--- config.mk ---
export PLATFORM = sky130hd
export DESIGN_NAME = diffclk_gate
export DESIGN_NICKNAME = d
export VERILOG_FILES = /design/src/rtl/diffclk_gate_pkg.sv /design/src/rtl/diffclk_sync.sv /design/src/rtl/diffclk_gate_cell.sv /design/src/rtl/diffclk_pad.sv /design/src/rtl/diffclk_gate.sv
export SDC_FILE = /design/constraint.sdc
export NUM_CORES = 1
export LEC_CHECK = 0
export BUFFER_PORTS_ARGS = -buffer_cell sky130_fd_sc_hd__buf_4
export CAP_MARGIN = 25
export CORE_MARGIN = 2
export CORE_UTILIZATION = 53
export CTS_CLUSTER_SIZE = 10
export DETAILED_ROUTE_END_ITERATION = 8
export PLACE_DENSITY = 0.87
export SLEW_MARGIN = 10
export SYNTH_ARGS = -nofsm -noshare
export SYNTH_HDL_FRONTEND = slang
export SYNTH_HIERARCHICAL = 1
export SYNTH_SLANG_ARGS = --single-unit
--- constraint.sdc ---
create_clock -name pll_clk -period 1.6 [get_ports pll_clk]
set_input_delay 0.16 -clock pll_clk [delete_from_list [all_inputs] [get_ports pll_clk]]
set_output_delay 0.16 -clock pll_clk [all_outputs]
set_load 0.05 [all_outputs]
--- src/rtl/diffclk_gate_pkg.sv ---
package diffclk_gate_pkg;

  // A pair toggles when enabled and not halted by a permitted stop.
  function automatic logic pair_runs(input logic en, input logic stop_act,
                                     input logic able);
    return en & ~(stop_act & able);
  endfunction

  // A pair is driven when enabled, unless halted into high impedance.
  function automatic logic pair_drives(input logic en, input logic stop_act,
                                       input logic able, input logic hiz);
    return en & ~(stop_act & able & hiz);
  endfunction

endpackage

--- src/rtl/diffclk_sync.sv ---
module diffclk_sync #(
  parameter int              W       = 4,
  parameter int              STAGES  = 2,
  parameter logic [W-1:0]    RST_VAL = '0
) (
  input  logic         clk,
  input  logic         rst_n,
  input  logic [W-1:0] d_async,
  output logic [W-1:0] d_sync
);

  logic [STAGES-1:0][W-1:0] chain;

  // Capture on the falling edge so that downstream gating moves while low.
  always_ff @(negedge clk or negedge rst_n) begin
    if (!rst_n) begin
      for (int s = 0; s < STAGES; s++) chain[s] <= RST_VAL;
    end else begin
      chain[0] <= d_async;
      for (int s = 1; s < STAGES; s++) chain[s] <= chain[s-1];
    end
  end

  assign d_sync = chain[STAGES-1];

endmodule

--- src/rtl/diffclk_gate_cell.sv ---
module diffclk_gate_cell
  import diffclk_gate_pkg::*;
(
  input  logic clk,
  input  logic rst_n,
  input  logic en_s,
  input  logic able_s,
  input  logic stop_s,
  input  logic hiz_s,
  output logic run_q,
  output logic oe_q
);

  always_ff @(negedge clk or negedge rst_n) begin
    if (!rst_n) begin
      run_q <= 1'b0;
      oe_q  <= 1'b0;
    end else begin
      run_q <= pair_runs(en_s, stop_s, able_s);
      oe_q  <= pair_drives(en_s, stop_s, able_s, hiz_s);
    end
  end

  AST_FREE_RUN_KEEPS_GOING: assert property (@(negedge clk) disable iff (!rst_n)
    (en_s && !able_s) |=> (run_q && oe_q)) else $error("free-run pair halted");

  AST_DRIVEN_PARK: assert property (@(negedge clk) disable iff (!rst_n)
    (en_s && stop_s && able_s && !hiz_s) |=> (oe_q && !run_q)) else $error("driven park wrong");

  AST_HIZ_PARK: assert property (@(negedge clk) disable iff (!rst_n)
    (en_s && stop_s && able_s && hiz_s) |=> (!oe_q && !run_q)) else $error("hiz park wrong");

  AST_DISABLED_RELEASED: assert property (@(negedge clk) disable iff (!rst_n)
    !en_s |=> (!oe_q && !run_q)) else $error("disabled pair driven");

  always @(run_q) begin
    if (rst_n) begin
      AST_GATE_MOVES_LOW: assert (clk == 1'b0) else $error("gate moved while high");
    end
  end

endmodule

--- src/rtl/diffclk_pad.sv ---
module diffclk_pad (
  input  logic clk,
  input  logic run,
  input  logic oe,
  output logic ck_t,
  output logic ck_c,
  output logic ck_oe
);

  logic pulse;

  assign pulse = clk & run;
  assign ck_t  = pulse;
  assign ck_c  = ~pulse;
  assign ck_oe = oe;

endmodule

--- src/rtl/diffclk_gate.sv ---
module diffclk_gate #(
  parameter int NUM_OUT     = 4,
  parameter int SYNC_STAGES = 2
) (
  input  logic               pll_clk,
  input  logic               rst_n,
  input  logic               stop_pin_n,
  input  logic [NUM_OUT-1:0] out_en,
  input  logic [NUM_OUT-1:0] stop_able,
  input  logic               park_hiz,
  output logic [NUM_OUT-1:0] dif_t,
  output logic [NUM_OUT-1:0] dif_c,
  output logic [NUM_OUT-1:0] dif_oe
);

  localparam int BUS_W    = 2 * NUM_OUT + 2;
  localparam int EN_LO    = 0;
  localparam int ABLE_LO  = NUM_OUT;
  localparam int HIZ_BIT  = 2 * NUM_OUT;
  localparam int STOP_BIT = 2 * NUM_OUT + 1;
  // Reset: stop pin idle high, mode driven, no permission, no enable.
  localparam logic [BUS_W-1:0] SYNC_RST =
    {1'b1, 1'b0, {NUM_OUT{1'b0}}, {NUM_OUT{1'b0}}};

  logic [BUS_W-1:0]   ctl_async;
  logic [BUS_W-1:0]   ctl_sync;
  logic [NUM_OUT-1:0] en_s;
  logic [NUM_OUT-1:0] able_s;
  logic               hiz_s;
  logic               stop_s;
  logic [NUM_OUT-1:0] run_q;
  logic [NUM_OUT-1:0] oe_q;

  assign ctl_async = {stop_pin_n, park_hiz, stop_able, out_en};

  diffclk_sync #(
    .W       (BUS_W),
    .STAGES  (SYNC_STAGES),
    .RST_VAL (SYNC_RST)
  ) u_sync (
    .clk     (pll_clk),
    .rst_n   (rst_n),
    .d_async (ctl_async),
    .d_sync  (ctl_sync)
  );

  assign en_s   = ctl_sync[EN_LO   +: NUM_OUT];
  assign able_s = ctl_sync[ABLE_LO +: NUM_OUT];
  assign hiz_s  = ctl_sync[HIZ_BIT];
  assign stop_s = ~ctl_sync[STOP_BIT];

  for (genvar i = 0; i < NUM_OUT; i++) begin : g_pair
    diffclk_gate_cell u_cell (
      .clk    (pll_clk),
      .rst_n  (rst_n),
      .en_s   (en_s[i]),
      .able_s (able_s[i]),
      .stop_s (stop_s),
      .hiz_s  (hiz_s),
      .run_q  (run_q[i]),
      .oe_q   (oe_q[i])
    );

    diffclk_pad u_pad (
      .clk   (pll_clk),
      .run   (run_q[i]),
      .oe    (oe_q[i]),
      .ck_t  (dif_t[i]),
      .ck_c  (dif_c[i]),
      .ck_oe (dif_oe[i])
    );
  end

endmodule

==> results.py <==
metrics = {
    "clocking": {
        "path_clk_slew_ns": 0.09,
        "clock_latency_ns": 0.49,
        "cts_tree": "built",
        "cts.hold.buffers_added": 0,
    },
    "floorplanning": {
        "die_h_um": 45.6,
        "design.core.area_um2": 1670,
        "die_area_um2": 2080,
        "start_util_pct": 54.8,
        "num_rows": 15,
        "io_pins": 24,
        "die_width_um": 45.6,
    },
    "critical_path": {
        "cp_max_fo": 2,
        "crit_required_ns": 1.44,
        "r2r_end": "g_pair[2].u_cell/oe_q",
        "reg2regPathDepth": 2,
        "crit_end": "dif_t[3]",
        "rrSetupSlack_ns": 0.74,
        "path_class": "reg -> out",
        "start_kind": "flip-flop",
        "crit_arrival_ns": 1.97,
        "startpoint": "g_pair[3].u_cell/run_q",
        "rr_startpoint": "u_sync/d_sync[9]",
        "cp-end-kind": "primary output",
    },
    "global_routing": {
        "track_usage_pct": 14.6,
        "grt_pass1_vias": 546,
        "antenna_found_initial": 0,
        "grt_max_degree": 29,
        "grt_pass1_wl_um": 1810,
        "grt_overflow": 0,
    },
    "drt": {
        "drt_wl_total_um": 1120,
        "routed-wl-met3_um": 100,
        "via_per_inst": 4.63,
        "top_layer": "met4",
        "ant_nets": 0,
        "wl_per_cell_um": 11.3,
        "drtIter0Drc": 6,
        "vias": 458,
        "drc": 0,
        "drtPass1Iterations": 4,
        "met2_wirelength_um": 597,
        "wl_met1_um": 362,
    },
    "layout": {
        "layout.nets": 95,
        "layout-drive-gt1-share_pct": 50.0,
        "syn2layout_area_growth_pct": 27.3,
        "fin_area_um2": 1170,
        "insertedDiodeCount": 0,
    },
    "timing": {
        "finalHoldViolCount": 0,
        "whs_ns": 0.295,
        "worst_slack_ns": -0.532,
        "slew_headroom_pct": 78.4,
        "finalSetupViolations": 20,
        "tightest_slew_ns": 0.323,
        "skew_ns": 0.0651,
        "rsz0062_at_grt": "true",
        "drv_slew": 0,
    },
    "place": {
        "hpwl_um": 735,
        "port_buffers": 23,
        "dpl-instance-area_um2": 1020,
        "place_congestion": 0.599,
    },
    "yosys": {
        "syn_inst": 64,
        "synth_area_per_cell_um2": 14.3,
        "ys_seq_area_share_pct": 76.8,
        "syn-num-nets": 76,
        "yosysWarnings": 6,
        "synth_area_um2": 916,
        "synth_seq_cells": 28,
        "ys_types": 8,
    },
    "pwr": {
        "p_leak_nw": 0.579,
        "power.density_nw_per_um2": 1810,
        "peakVddDrop_mv": 0.969,
    },
    "run_status": {
        "violations": "setup timing",
        "status": "finished, violations left",
    },
    "flow_run": {
        "maxCapViolCount": 0,
    },
    "min_path": {
        "hp-class": "in -> async",
    },
}
-- layout by cell type, fill, tap and decap left out --
| cell | synthesis | final |
|---|---|---|
| and2_4 | 0 | 4 |
| inv_1 | 6 | 7 |
| buf_4 | 14 | 11 |
| buf_6 | 0 | 8 |
| dfrtn_1 | 26 | 26 |
| a21oi_1 | 4 | 4 |
| nand2_2 | 0 | 4 |
| clkbuf_4 | 0 | 7 |
| a31oi_1 | 4 | 4 |
| dfstp_2 | 2 | 2 |
| clkbuf_16 | 0 | 1 |
| buf_8 | 0 | 4 |
-- flip-flops by register name, summed over array words and instances (netlist names) --
name                 cells
u_sync/chain            10
g_pair.u_cell/oe_q       4
u_sync/d_sync           10
g_pair.u_cell/run_q      4
-- worst min-delay path by stage --
stage	start	cells after the start	end
2_1_floorplan	u_sync/chain[0]	0	u_sync/d_sync[0]
3_3_place_gp	u_sync/chain[3]	0	u_sync/d_sync[3]
3_5_place_dp	u_sync/chain[3]	0	u_sync/d_sync[3]
4_1_cts	rst_n	1	u_sync/chain[3]
5_1_grt	rst_n	1	u_sync/chain[2]
6_report	rst_n	1	u_sync/chain[7]
-- stage by stage --
stage               total power, mW  setup slack [ns]  setup TNS (ns)  cells  utilization (%)
CTS                            2.15            -0.552           -5.53     99             69.8
global route                   2.23            -0.599           -6.01     99             69.8
detailed placement             1.40           -0.0946          -0.325     90             61.3
floorplan                      1.26            0.0120               0     64                -
finish                         2.11            -0.532           -5.30     99             69.8
global placement               1.40           -0.0645          -0.257     90             61.3
-- where the power goes --
part           switching [mW]  internal [mW]
Sequential             0.0161          0.754
Combinational          0.0495         0.0342
Clock                   0.681          0.578
-- critical path, stage by stage (launching register included) --
cell and delay, ns:
dfrtn_1 0.44, and2_4 0.16, buf_8 0.14
-- logic make-up after synthesis --
family | share of synthesized area (%)
simple gates | 4.37
compound gates | 4.92
flops | 76.8
buf+inv | 13.9
-- layout make-up --
class | instances | area, µm²
Fill cell | 121 | 504
Sequential cell | 28 | 703
Timing Repair Buffer | 15 | 128
Multi-Input combinational cell | 16 | 105
Inverter | 5 | 18.8
Clock inverter | 2 | 7.51
Clock buffer | 16 | 183
Tap cell | 17 | 21.3
-- cell usage after synthesis (all sizes together) --
library cell,count,share of area [%]
a31oi,4,2.7
a21oi,4,2.2
and2,4,2.7
inv,6,2.5
buf,14,11
nand2,4,1.6
dfrtn,26,71
dfstp,2,5.7
-- per-layer routing --
layer / up-vias / global-route usage [%]
li1: 221 / -
met1: 199 / 11.8
met2: 30 / 18.3
met3: 8 / 9.13
met4: 0 / 24.1
met5: - / 0
-- what timing repair did --
item                       CTS  global route
buffers inserted             0             0
resized for setup           16             0
setup endpoints to repair   20            20
pin swaps                    0             0
(Power assumes the default switching activity.)
